### src/rtl/irq_hold_pkg.sv
package irq_hold_pkg;

    typedef enum logic [1:0] {
        ST_IDLE  = 2'd0,
        ST_HELD  = 2'd1,
        ST_ARMED = 2'd2
    } line_st_t;

    localparam int SEL_W = 4;

    localparam logic [SEL_W-1:0] SEL_PEND  = 4'd0;
    localparam logic [SEL_W-1:0] SEL_MSET  = 4'd1;
    localparam logic [SEL_W-1:0] SEL_MCLR  = 4'd2;
    localparam logic [SEL_W-1:0] SEL_GSET  = 4'd3;
    localparam logic [SEL_W-1:0] SEL_GCLR  = 4'd4;
    localparam logic [SEL_W-1:0] SEL_PLO   = 4'd5;
    localparam logic [SEL_W-1:0] SEL_PHI   = 4'd6;
    localparam logic [SEL_W-1:0] SEL_LMLO  = 4'd7;
    localparam logic [SEL_W-1:0] SEL_LMHI  = 4'd8;
    localparam logic [SEL_W-1:0] SEL_SENSE = 4'd9;
    localparam logic [SEL_W-1:0] SEL_MODE  = 4'd10;
    localparam logic [SEL_W-1:0] SEL_GPEND = 4'd11;

endpackage

### src/rtl/irq_hold_sync.sv
module irq_hold_sync #(
    parameter int             W       = 8,
    parameter int             STAGES  = 2,
    parameter logic [W-1:0]   RST_VAL = '0
) (
    input  logic         clk,
    input  logic         rst_n,
    input  logic [W-1:0] d,
    output logic [W-1:0] q
);

    logic [W-1:0] stg_q [STAGES];

    always_ff @(posedge clk or negedge rst_n) begin
        if (!rst_n) begin
            for (int k = 0; k < STAGES; k++) stg_q[k] <= RST_VAL;
        end else begin
            stg_q[0] <= d;
            for (int k = 1; k < STAGES; k++) stg_q[k] <= stg_q[k-1];
        end
    end

    assign q = stg_q[STAGES-1];

endmodule

### src/rtl/irq_line_fsm.sv
module irq_line_fsm
    import irq_hold_pkg::*;
(
    input  logic clk,
    input  logic rst_n,
    input  logic live,      // synchronised pin
    input  logic sense,     // 1 = edge, 0 = level
    input  logic lvlmode,   // 1 = level requests not held
    input  logic masked,
    input  logic rd_pend,   // read of pending register
    input  logic wr_pend,   // write of pending register
    input  logic wr_bit,    // this line's write data bit
    input  logic mclr_req,  // mask-set write with this bit at 1
    output logic pend
);

    line_st_t st_q, st_d;
    logic     live_d;
    logic     edge_hit, lvl_hit;

    assign edge_hit = sense & live & ~live_d;
    assign lvl_hit  = ~sense & ~lvlmode & live & ~masked;

    always_ff @(posedge clk or negedge rst_n) begin
        if (!rst_n) begin
            st_q   <= ST_IDLE;
            live_d <= 1'b0;
        end else begin
            st_q   <= st_d;
            live_d <= live;
        end
    end

    always_comb begin
        st_d = st_q;
        unique case (st_q)
            ST_IDLE: begin
                if (edge_hit || (lvl_hit && !mclr_req)) st_d = ST_HELD;
            end
            ST_HELD: begin
                if (!sense) begin
                    if (lvlmode || mclr_req) st_d = ST_IDLE;
                end else if (rd_pend) begin
                    st_d = ST_ARMED;
                end
            end
            ST_ARMED: begin
                if (!sense) begin
                    st_d = (lvlmode || mclr_req) ? ST_IDLE : ST_HELD;
                end else if (wr_pend) begin
                    st_d = (!wr_bit && !edge_hit) ? ST_IDLE : ST_HELD;
                end
            end
            default: st_d = ST_IDLE;
        endcase
    end

    always_comb begin
        pend = (lvlmode && !sense) ? live : (st_q != ST_IDLE);
    end

endmodule

### src/rtl/irl_grp_hold.sv
module irl_grp_hold
    import irq_hold_pkg::*;
#(
    parameter int CODE_W = 4
) (
    input  logic              clk,
    input  logic              rst_n,
    input  logic [CODE_W-1:0] code,
    input  logic              lvlmode,
    input  logic              gmasked,
    input  logic              clr_req,
    output logic              pend,
    output logic [CODE_W-1:0] code_out
);

    localparam logic [CODE_W-1:0] IDLE_CODE = '1;

    line_st_t          st_q, st_d;
    logic [CODE_W-1:0] code_q;
    logic              active;

    assign active = (code != IDLE_CODE);

    always_ff @(posedge clk or negedge rst_n) begin
        if (!rst_n) begin
            st_q   <= ST_IDLE;
            code_q <= IDLE_CODE;
        end else begin
            st_q <= st_d;
            if (st_q == ST_IDLE && st_d == ST_HELD) code_q <= code;
        end
    end

    always_comb begin
        st_d = st_q;
        unique case (st_q)
            ST_IDLE: begin
                if (active && !lvlmode && !gmasked && !clr_req) st_d = ST_HELD;
            end
            ST_HELD, ST_ARMED: begin
                st_d = (lvlmode || clr_req) ? ST_IDLE : ST_HELD;
            end
            default: st_d = ST_IDLE;
        endcase
    end

    always_comb begin
        pend     = lvlmode ? active : (st_q != ST_IDLE);
        code_out = lvlmode ? code   : code_q;
    end

endmodule

### src/rtl/irq_hold_ctl.sv
module irq_hold_ctl
    import irq_hold_pkg::*;
#(
    parameter int N_IRQ       = 8,
    parameter int SYNC_STAGES = 2
) (
    input  logic             clk,
    input  logic             rst_n,
    input  logic [N_IRQ-1:0] irq_pin,
    input  logic [7:0]       irl_code,
    input  logic             reg_rd,
    input  logic             reg_wr,
    input  logic [SEL_W-1:0] reg_sel,
    input  logic [N_IRQ-1:0] reg_wdata,
    output logic [N_IRQ-1:0] reg_rdata,
    output logic [N_IRQ-1:0] irq_req,
    output logic [1:0]       irl_req
);

    localparam int GRP_W  = 4;
    localparam int N_GRP  = 2;
    localparam int SYNC_W = N_IRQ + N_GRP * GRP_W;
    localparam int DW     = N_IRQ;

    logic [SYNC_W-1:0]        sync_q;
    logic [N_IRQ-1:0]         irq_live;
    logic [N_GRP*GRP_W-1:0]   irl_live;
    logic [N_IRQ-1:0]         pend_view;
    logic [N_GRP-1:0]         irl_pend;
    logic [GRP_W-1:0]         grp_code [N_GRP];

    logic [N_IRQ-1:0]         mask_q, sense_q;
    logic [N_GRP-1:0]         gmask_q;
    logic                     lvlmode_q;
    logic [2*DW-1:0]          prio_q, lvlmask_q;

    logic rd_pend, wr_pend, wr_mset, wr_gset;

    irq_hold_sync #(
        .W       (SYNC_W),
        .STAGES  (SYNC_STAGES),
        .RST_VAL ({{(N_GRP*GRP_W){1'b1}}, {N_IRQ{1'b0}}})
    ) u_sync (
        .clk   (clk),
        .rst_n (rst_n),
        .d     ({irl_code, irq_pin}),
        .q     (sync_q)
    );

    assign irq_live = sync_q[N_IRQ-1:0];
    assign irl_live = sync_q[SYNC_W-1:N_IRQ];

    assign rd_pend = reg_rd && (reg_sel == SEL_PEND);
    assign wr_pend = reg_wr && (reg_sel == SEL_PEND);
    assign wr_mset = reg_wr && (reg_sel == SEL_MSET);
    assign wr_gset = reg_wr && (reg_sel == SEL_GSET);

    always_ff @(posedge clk or negedge rst_n) begin
        if (!rst_n) begin
            mask_q    <= '1;
            gmask_q   <= '1;
            sense_q   <= '0;
            lvlmode_q <= 1'b0;
            prio_q    <= '0;
            lvlmask_q <= '0;
        end else if (reg_wr) begin
            unique case (reg_sel)
                SEL_MSET:  mask_q            <= mask_q | reg_wdata;
                SEL_MCLR:  mask_q            <= mask_q & ~reg_wdata;
                SEL_GSET:  gmask_q           <= gmask_q | reg_wdata[N_GRP-1:0];
                SEL_GCLR:  gmask_q           <= gmask_q & ~reg_wdata[N_GRP-1:0];
                SEL_PLO:   prio_q[DW-1:0]    <= reg_wdata;
                SEL_PHI:   prio_q[2*DW-1:DW] <= reg_wdata;
                SEL_LMLO:  lvlmask_q[DW-1:0] <= reg_wdata;
                SEL_LMHI:  lvlmask_q[2*DW-1:DW] <= reg_wdata;
                SEL_SENSE: sense_q           <= reg_wdata;
                SEL_MODE:  lvlmode_q         <= reg_wdata[0];
                default: ;
            endcase
        end
    end

    for (genvar i = 0; i < N_IRQ; i++) begin : g_line
        irq_line_fsm u_line (
            .clk      (clk),
            .rst_n    (rst_n),
            .live     (irq_live[i]),
            .sense    (sense_q[i]),
            .lvlmode  (lvlmode_q),
            .masked   (mask_q[i]),
            .rd_pend  (rd_pend),
            .wr_pend  (wr_pend),
            .wr_bit   (reg_wdata[i]),
            .mclr_req (wr_mset && reg_wdata[i]),
            .pend     (pend_view[i])
        );
    end

    for (genvar g = 0; g < N_GRP; g++) begin : g_grp
        irl_grp_hold #(.CODE_W(GRP_W)) u_grp (
            .clk      (clk),
            .rst_n    (rst_n),
            .code     (irl_live[g*GRP_W +: GRP_W]),
            .lvlmode  (lvlmode_q),
            .gmasked  (gmask_q[g]),
            .clr_req  (wr_gset && reg_wdata[g]),
            .pend     (irl_pend[g]),
            .code_out (grp_code[g])
        );
        assign irl_req[g] = irl_pend[g] & ~gmask_q[g] & ~lvlmask_q[grp_code[g]];
    end

    assign irq_req = pend_view & ~mask_q;

    always_comb begin
        reg_rdata = '0;
        case (reg_sel)
            SEL_PEND:            reg_rdata = pend_view;
            SEL_MSET, SEL_MCLR:  reg_rdata = mask_q;
            SEL_GSET, SEL_GCLR:  reg_rdata[N_GRP-1:0] = gmask_q;
            SEL_PLO:             reg_rdata = prio_q[DW-1:0];
            SEL_PHI:             reg_rdata = prio_q[2*DW-1:DW];
            SEL_LMLO:            reg_rdata = lvlmask_q[DW-1:0];
            SEL_LMHI:            reg_rdata = lvlmask_q[2*DW-1:DW];
            SEL_SENSE:           reg_rdata = sense_q;
            SEL_MODE:            reg_rdata[0] = lvlmode_q;
            SEL_GPEND:           reg_rdata[N_GRP-1:0] = irl_pend;
            default:             reg_rdata = '0;
        endcase
    end

endmodule

### config.mk
export PLATFORM = sky130hd
export DESIGN_NAME = irq_hold_ctl
export DESIGN_NICKNAME = d
export VERILOG_FILES = /design/src/rtl/irq_hold_pkg.sv /design/src/rtl/irq_hold_sync.sv /design/src/rtl/irq_line_fsm.sv /design/src/rtl/irl_grp_hold.sv /design/src/rtl/irq_hold_ctl.sv
export SDC_FILE = /design/constraint.sdc
export NUM_CORES = 1
export LEC_CHECK = 0
export BUFFER_PORTS_ARGS = -buffer_cell sky130_fd_sc_hd__buf_4
export CORE_ASPECT_RATIO = 0.8
export CORE_MARGIN = 1.5
export CORE_UTILIZATION = 35
export CTS_CLUSTER_DIAMETER = 120
export DETAILED_ROUTE_END_ITERATION = 6
export PLACE_DENSITY = 0.58
export SYNTH_ARGS = -nofsm -noshare
export SYNTH_HDL_FRONTEND = slang
export SYNTH_SLANG_ARGS = --single-unit
### constraint.sdc
create_clock -name clk -period 2.1 [get_ports clk]
set_input_delay 0 -clock clk [delete_from_list [all_inputs] [get_ports clk]]
set_output_delay 0 -clock clk [all_outputs]
set_load 0.02 [all_outputs]
==> results of run 1 <==
-- worst max-delay path, delay by kind of cell, from the launching register on --
kind	cells	cell delay [ns]
buf+inv	1	0.15
compound gates	2	0.53
mux	2	0.80
flops	1	0.45
-- routing by layer --
layer	up-vias	global-route usage	wire length (um)
met2	153	0.315	8300
met4	0	0.0733	255
met5	-	0	0
met3	21	0.0428	866
met1	2688	0.282	8710
li1	2465	-	-
-- synthesized netlist by cell type, types with 4 or more instances --
cell type	instances
dfrtp_1	85
nand2_1	47
nor2_1	46
mux2_2	44
a21oi_1	38
dfstp_2	34
nand2b_1	23
nor2b_1	22
o21ai_0	21
o22ai_1	18
inv_1	17
buf_2	16
clkbuf_1	15
mux2i_1	13
nand3b_1	13
nor3_1	11
a211oi_1	10
or2_2	9
a22o_1	8
and2_1	8
nand3_1	7
o211ai_1	7
a221oi_1	6
a22oi_1	6
o2bb2ai_1	6
o31ai_1	6
mux2_4	5
a311o_1	4
buf_1	4
ha_1	4
mux2_1	4
nor2_2	4
o2111ai_1	4
-- state kept, by name, indices dropped and copies added, names as in the netlist, named ones only --
register and flops:
g_grp.u_grp.code_q 8, g_grp.u_grp.st_q 4, g_line.u_line.live_d 8, g_line.u_line.st_q 16
lvlmask_q 16, lvlmode_q 1, prio_q 16, sense_q 8
u_sync.q 16, u_sync.stg_q 16
-- cell type report --
class	count	share of cell area
clock buffers	21	0.0558
clock inverters	11	0.0235
inverters	17	0.00773
multi-input cells	452	0.403
flip-flops and latches	119	0.366
well taps	230	0.0349
repair buffers	103	0.108
-- layout by cell type (no fill, tap or decap), types with 18 or more instances in the layout --
| master | Yosys | layout |
|---|---|---|
| dlygate4sd3_1 | 0 | 26 |
| nand2b_1 | 23 | 19 |
| o21ai_0 | 21 | 18 |
| nor2b_1 | 22 | 22 |
| nor2_1 | 46 | 43 |
| buf_4 | 0 | 70 |
| mux2_2 | 44 | 44 |
| dfstp_2 | 34 | 34 |
| dfrtp_1 | 85 | 84 |
| a21oi_1 | 38 | 37 |
| nand2_1 | 47 | 46 |
-- power breakdown --
part	switching (mW)	internal (mW)	leakage (nW)
clock	1.08	2.17	0.318
sequential	0.583	2.85	1.39
combinational	1.58	1.61	1.69
-- per-stage QoR --
stage / setup TNS, ns / instances / instance area (um2)
after global placement: 0 / 885 / 7060
after CTS: -0.722 / 951 / 8160
after detailed placement: -0.168 / 885 / 7060
after global routing: -1.31 / 953 / 8250
after floorplan: 0 / 625 / 6420
final: -0.707 / 953 / 8250
-- worst paths after layout --
check                                 start                        to  slack (ns)
max in group asynchronous             rst_n  g_grp[1].u_grp.code_q[2]        1.32
min in group clk                 reg_sel[3]                 flip-flop        0.10
max reg2reg                       lvlmode_q  g_grp[0].u_grp.code_q[2]        0.04
max                               lvlmode_q                irl_req[1]       -0.26
min                                   rst_n             lvlmask_q[11]        0.06
min reg2reg                u_sync.stg_q[23]               u_sync.q[7]        0.34
-- logic make-up (layout without fill, tap and decap cells) --
logic type	count (synthesis)	count (layout)	synth area share
compound gates	170	170	0.189
xor+xnor	1	1	0.00136
fa+ha+maj	4	4	0.00779
buf+inv	54	152	0.0370
flops	119	119	0.470
mux	67	67	0.120
simple gates	210	210	0.175
-- repair_timing --
item	CTS	global route
gates cloned	1	0
pin swaps	9	8
resized for setup	22	19
setup endpoints to repair	10	13
hold buffers	26	0
buffers inserted	7	3
hold endpoints to repair	156	0
==> metrics, run 1 <==
area occupied by multi-input gates ~0.0033 mm2; Vias between 5000 and 6000; Yosys Warn Count 0; overall power 9.87 mW; WP data arrival between 2 and 2.5 ns; Ports 50; worst path required time 2.10 ns; vias in the first global route around 5300; Avg Inst Size Synth ~10 um2; largest area contributor in the netlist dfrtp_1; Synth top area share 0.331; CTS tree built; Final Max Slew Viols 0; violated checks negative setup slack; starting density of the core 0.356; cells after synthesis around 630; clk_lat worst skew 0.42 ns; flops & latches, synth around 120; total grt overflow 0; Area Growth Syn to Fin 28.5%; Sink Count 119; Worst IR Drop VDD around 0.5 mV; number of CTS-inserted buffers 17; Crit. End Element output pin; Die Area around 0.019 mm2; Final Util 0.457; CTS root buf clkbuf_16; total inserted antenna cells 0; Core Box Area 0.0181 mm2; element type at the critical path start flip-flop; Max Cap Violations 0; power per cell area about 1200 mW/mm2; die height around 120 um; final hold slack around 0.057 ns; RSZ-0062 raised after global routing true; Max Buffers Root-to-Sink 2; drt initial violations about 470; R2R depth 8; largest net degree at the start of global routing 64; Routed Antenna Nets 0; worst setup margin -0.259 ns; global-route wire length before repair a little under 30 mm; PortBufs between 40 and 50; worst slew pin tran about 0.56 ns; most used flip-flop cell after synthesis dfrtp_1; Fillers 1693; CP peak stage delay 0.46 ns; Slew headroom 0.628; First-pass DRT Iterations 5; Global Route Usage Sum 0.203; Final #Nets roughly 750; placement row count between 40 and 50; post-synthesis sequential area ratio 0.470; routed length per instance 19.0 um; critical path class reg2out; DIE WIDTH 154 um; initial antenna violation count 0; worst-path cell chain mux2_4 > mux4_2 > a2111o_1 > a21oi_2 > buf_4; LEAKAGE between 3 and 4 nW; ranking of synthesized cells by area dfrtp_1 (33%), dfstp_2 (14%), mux2_2 (7.7%); total nets after synthesis roughly 660; CP Max Fanout 5; layout cell share with drive strength beyond 1 0.339; WL final approximately 18 mm; Post-Synthesis Cell Area ~0.0064 mm2; register area approximately 0.003 mm2; clk slew on worst S/H paths about 0.06 ns; worst hold path class in2async; final hold vios 0; clk_skew approximately 0.0073 ns; CP max-delay cell mux4_2; DR vias/cell 5.59; Post-synth EDFFs 0; Post-synth ARST share 1.00; worst slack at placement -0.0446 ns; RePlAce Congestion between 0.8 and 0.9; period utilization 1.12; # setup viols final 5; H-tree depth 4; post-layout minimum cycle time around 2.4 ns; HPWL after DPL approximately 12 mm; Netlist cell types 74; DRC Markers 0; Fmax achieved approximately 420 MHz; outcome finished, violations left
(Power assumes the default switching activity.)
==> inputs of run 2 (changes only) <==
Settings changed: ABC_AREA from default to 1, SETUP_SLACK_MARGIN from default to 0.4.
==> metrics, run 2 <==
Core Box Area around 0.017 mm2; post-layout minimum cycle time 2.03 ns; Avg Inst Size Synth ~7.6 um2; placed cell areas 0.00695 mm2; die height 123 um; DRC Markers 4; clk_skew roughly 0.008 ns; power per cell area between 1000 and 1500 mW/mm2; CTS root buf clkbuf_16; global-route wire length before repair 27.8 mm; GR peak layer met2; hold depth 4; total grt overflow 0; Global Route Usage Sum 0.190; largest area contributor in the netlist dfrtp_1; post-synthesis sequential area ratio 0.478; clk slew on worst S/H paths about 0.06 ns; element type at the critical path start flip-flop; total nets after synthesis 871; top post-synthesis cells by count nand2_1 (257), inv_1 (110), dfrtp_1 (85), nor2_1 (66), o21ai_0 (46); starting density of the core 0.361; outcome finished, violations left; Final Max Slew Viols 0; reg2reg setup slack around 0.26 ns; met2 Use GR 0.289; Max Cap Violations 0; most common cell after layout, fill and taps aside nand2_1; Area Growth Syn to Fin 34.0%; Max Buffers Root-to-Sink 2; R2R Path End g_line[4].u_line.st_q[0]; overall power a little over 10 mW; clk_lat worst skew between 0.4 and 0.5 ns; met1 GRT Util 0.271; HP Start reg_sel[2]; Fmax achieved a little under 500 MHz; most used flip-flop cell after synthesis dfrtp_1; WP data arrival 2.03 ns; most common cell in the netlist nand2_1; Sink Count ~120; RSZ-0062 raised after global routing true; LEAKAGE around 4.2 nW; PortBufs 49; HPWL after DPL between 10 and 15 mm; period utilization 0.966; R2R depth 10; First-pass DRT Iterations 7; Routed Antenna Nets 0; Die Area between 0.015 and 0.02 mm2; Post-synth EDFFs 0; final hold vios 0; Final #Nets roughly 980; largest net degree at the start of global routing 44; DIE WIDTH between 150 and 200 um; worst hold path class in2reg; layout cell share with drive strength beyond 1 0.276; WL final about 18 mm; setup TNS 0 ns; H-tree depth 4; number of CTS-inserted buffers 17; ranking of synthesized cells by area dfrtp_1 (34%), nand2_1 (15%), dfstp_2 (14%); most frequent cells in the layout nand2_1 (234), inv_1 (98), dfrtp_1 (84); Synth top area share 0.337; drt initial violations between 400 and 500; cells after synthesis ~840; worst slew pin tran ~0.55 ns; CP peak stage delay 0.50 ns; flops & latches, synth 119; Post-synth ARST share 1.00; Reg-to-Reg Start lvlmode_q; critical path class reg2out; crit-path most repeated cell nand3_2; post-route cell area about 0.0085 mm2; Vias roughly 5900; Netlist cell types 38; CP Max Fanout 6; Yosys Warn Count 0; Crit. End Element output pin; worst path required time approximately 2.1 ns; Slew headroom 0.636; violated checks design-rule violations; Worst IR Drop VDD 0.472 mV; Post-Synthesis Cell Area approximately 0.0063 mm2; Worst Hold Path EP lvlmode_q; Ports 50; worst-path cell chain clkbuf_16 > o21ai_4 > inv_2 > nand3_2 > nand3_1 > nand3_2 > nand2_1 > nor2_2 > buf_6; vias in the first global route between 5000 and 6000; placement row count 43; routed length per instance ~16 um; CP max-delay cell dfrtp_2; Final Util 0.484; # setup viols final 0; total inserted antenna cells 0; RePlAce Congestion just under 0.9; initial antenna violation count 0; CTS tree built; met3 Use GR 0.0452; DR vias/cell ~5
[run 2: changes by cell type after synthesis, moves of 15 or more]
cell      before  now
o21ai_0       21   46
nand2_2        0   19
o21ai_1        0   32
nand3_1        7   40
nand2b_1      23    0
nor2_1        46   66
mux2_2        44    0
a21oi_1       38   21
nand2_1       47  257
nor2b_1       22    0
clkbuf_1      15    0
inv_1         17  110
[run 2: layer usage]
| layer | routed length (um) | vias to the layer above |
|---|---|---|
| met5 | 0 | - |
| met4 | 253 | 0 |
| met3 | 1040 | 31 |
| met2 | 8060 | 195 |
| met1 | 8980 | 2753 |
| li1 | - | 2898 |
[run 2: stage by stage]
step,worst slack (ns),cells,hold WS [ns]
after global routing,0.0137,1181,0.0250
after detailed placement,0.359,1101,0.0121
after global placement,0.412,1101,0.0157
after floorplan,0.604,835,-0.296
after CTS,0.156,1162,0.00679
final,0.0717,1181,0.00959
[run 2: critical path, delay by kind of cell (launching register included)]
| kind | cells | cell delay, ns |
|---|---|---|
| AO/OA/AOI/OAI | 1 | 0.20 |
| buffers and inverters | 3 | 0.43 |
| flip-flops | 1 | 0.50 |
| AND/OR/NAND/NOR | 5 | 0.47 |
[run 2: repair_timing]
item                                   4_1_cts  5_1_grt
setup buffers                                1       13
gates cloned                                 0        6
endpoints found under the hold margin       93        0
resized for setup                           52       72
setup endpoints to repair                   17       21
hold buffers                                28        0
pin swaps                                    6       36
[run 2: logic make-up (layout without fill, tap and decap cells)]
family          count (synthesis)  in the layout  synth area share
flops                         119            119             0.478
fa+ha+maj                       4              4           0.00792
compound gates                125            125             0.109
simple gates                  450            452             0.319
buf+inv                       137            256            0.0856
[run 2: power breakdown]
group | leakage [nW] | switching (mW) | total, mW | internal, mW
Clock | 0.307 | 1.05 | 3.03 | 1.98
Sequential | 1.41 | 0.402 | 3.25 | 2.85
Combinational | 2.45 | 2.35 | 3.87 | 1.52
[run 2: worst max path at each step]
stage                         start                        to  slack [ns]
after CTS                 lvlmode_q              reg_rdata[1]        0.16
after floorplan           lvlmode_q                irl_req[0]        0.60
after global routing      lvlmode_q                irl_req[1]        0.01
after global placement    lvlmode_q  g_grp[0].u_grp.code_q[1]        0.41
final                     lvlmode_q                irl_req[1]        0.07
after detailed placement  lvlmode_q                irl_req[1]        0.36
[run 2: cell type report]
cell class | count | area [um2]
Clock inverter | 9 | 121
Fill cell | 1693 | 9020
Inverter | 122 | 472
Timing Repair Buffer | 102 | 968
Sequential cell | 119 | 3020
Multi-Input combinational cell | 581 | 3110
Tap cell | 225 | 282
Clock buffer | 23 | 488
==> inputs of run 3 (changes only) <==
Settings changed: CTS_BUF_LIST from default to sky130_fd_sc_hd__clkbuf_4 sky130_fd_sc_hd__clkbuf_8 sky130_fd_sc_hd__clkbuf_16.
==> metrics, run 3 (synthesis results as in run 2) <==
Crit. End Element output pin; global-route wire length before repair about 28 mm; Final #Nets 978; DIE WIDTH 153 um; CTS root buf clkbuf_16; Vias 5914; post-route cell area ~0.0085 mm2; initial antenna violation count 0; PortBufs just under 50; First-pass DRT Iterations 7; total inserted antenna cells 0; clk_skew about 0.0088 ns; Sink Count 119; Worst IR Drop VDD about 0.46 mV; HPWL after DPL between 10 and 15 mm; R2R depth 9; outcome finished, violations left; # setup viols final 0; HP Start reg_sel[2]; worst slew pin tran approximately 0.56 ns; Max Buffers Root-to-Sink 2; element type at the critical path start flip-flop; number of CTS-inserted buffers 17; post-layout minimum cycle time approximately 2.0 ns; layout cell share with drive strength beyond 1 0.282; setup TNS 0 ns; Die Area 0.0189 mm2; routed length per instance approximately 15 um; H-tree depth 4; WL final 18.1 mm; drt initial violations around 440; Fmax achieved a little under 500 MHz; critical path endpoint irl_req[1]; DRC Markers 4; worst hold path class in2reg; WP data arrival ~2 ns; CP Max Fanout 6; most common cell after layout, fill and taps aside nand2_1; Reg-to-Reg Start lvlmode_q; RSZ-0062 raised after global routing true; RePlAce Congestion 0.876; Final Util 0.486; Critical Path Source lvlmode_q; DR vias/cell 5.01; placement row count between 40 and 50; Routed Antenna Nets 0; Slew headroom 0.629; Global Route Usage Sum 0.190; vias in the first global route between 5000 and 6000; die height between 100 and 150 um; reg2reg setup slack between 0.15 and 0.2 ns; clk slew on worst S/H paths around 0.050 ns; placed cell areas 0.00695 mm2; period utilization 0.957; Final Max Slew Viols 0; starting density of the core 0.361; final hold vios 0; Max Cap Violations 0; power per cell area ~1200 mW/mm2; Area Growth Syn to Fin 34.6%; most frequent cells in the layout nand2_1 (234), inv_1 (99), dfrtp_1 (84); largest net degree at the start of global routing 44; violated checks design-rule violations; clk_lat worst skew between 0.4 and 0.5 ns; total grt overflow 0; worst path required time approximately 2.1 ns; CTS tree built; R2R Path End g_grp[1].u_grp.code_q[0]; Core Box Area ~0.017 mm2; LEAKAGE 4.19 nW; Ports 50; critical path class reg2out
run 3: cell types whose count changed in the layout (fill, tap and decap cells not counted), sizes merged:
cell,delta
buf,-1
run 3: worst min path at each step:
stage,to,slack (ns),cells after the start
finish,lvlmode_q,0.02,4
global route,lvlmode_q,0.02,4
CTS,lvlmode_q,0.007,4
detailed placement,u_sync.stg_q[16],0.01,1
global placement,u_sync.stg_q[16],0.02,1
floorplan,g_grp[0].u_grp.st_q[0],-0.30,0
run 3: metal layers:
layer | global-route usage | part of all wire | up-vias
met5 | 0 | 0 | -
met4 | 0.0551 | 0.016 | 0
met3 | 0.0452 | 0.058 | 29
met2 | 0.287 | 0.44 | 200
met1 | 0.271 | 0.49 | 2785
li1 | - | - | 2900
run 3: stage by stage:
stage | std cells | setup WS, ns | hold slack, ns | total power, mW
after floorplan | 835 | 0.604 | -0.296 | 5.40
after global placement | 1101 | 0.412 | 0.0157 | 6.25
after detailed placement | 1101 | 0.359 | 0.0121 | 6.28
after CTS | 1163 | 0.155 | 0.00683 | 9.62
after global routing | 1180 | 0.0275 | 0.0240 | 10.8
final | 1180 | 0.0898 | 0.0205 | 10.2
run 3: layout make-up:
cell class	count	area [um2]
inverters	122	472
clock inverters	9	121
well taps	225	282
clock buffers	23	495
multi-input cells	581	3140
flip-flops and latches	119	3020
repair buffers	101	972
fillers	1686	8980
run 3: timing repair:
item | in CTS | in global routing
pin swaps | 8 | 38
setup endpoints to repair | 17 | 21
buffers inserted | 2 | 11
gates cloned | 0 | 6
hold endpoints to repair | 93 | 0
gates resized for setup | 53 | 80
hold buffers | 28 | 0
run 3: critical path: stages, from the launching register on:
cell and delay, ns:
dfrtp_2 0.50, buf_12 0.19, nand2_4 0.07, o21ai_4 0.08
inv_2 0.11, o211ai_1 0.11, a21oi_1 0.22, nor2_2 0.08
nor2_4 0.10, buf_6 0.12
run 3: power breakdown:
group          switching [mW]  internal, mW  leakage, nW
logic                    2.35          1.54         2.46
clock network            1.05          2.01        0.314
registers               0.398          2.85         1.41
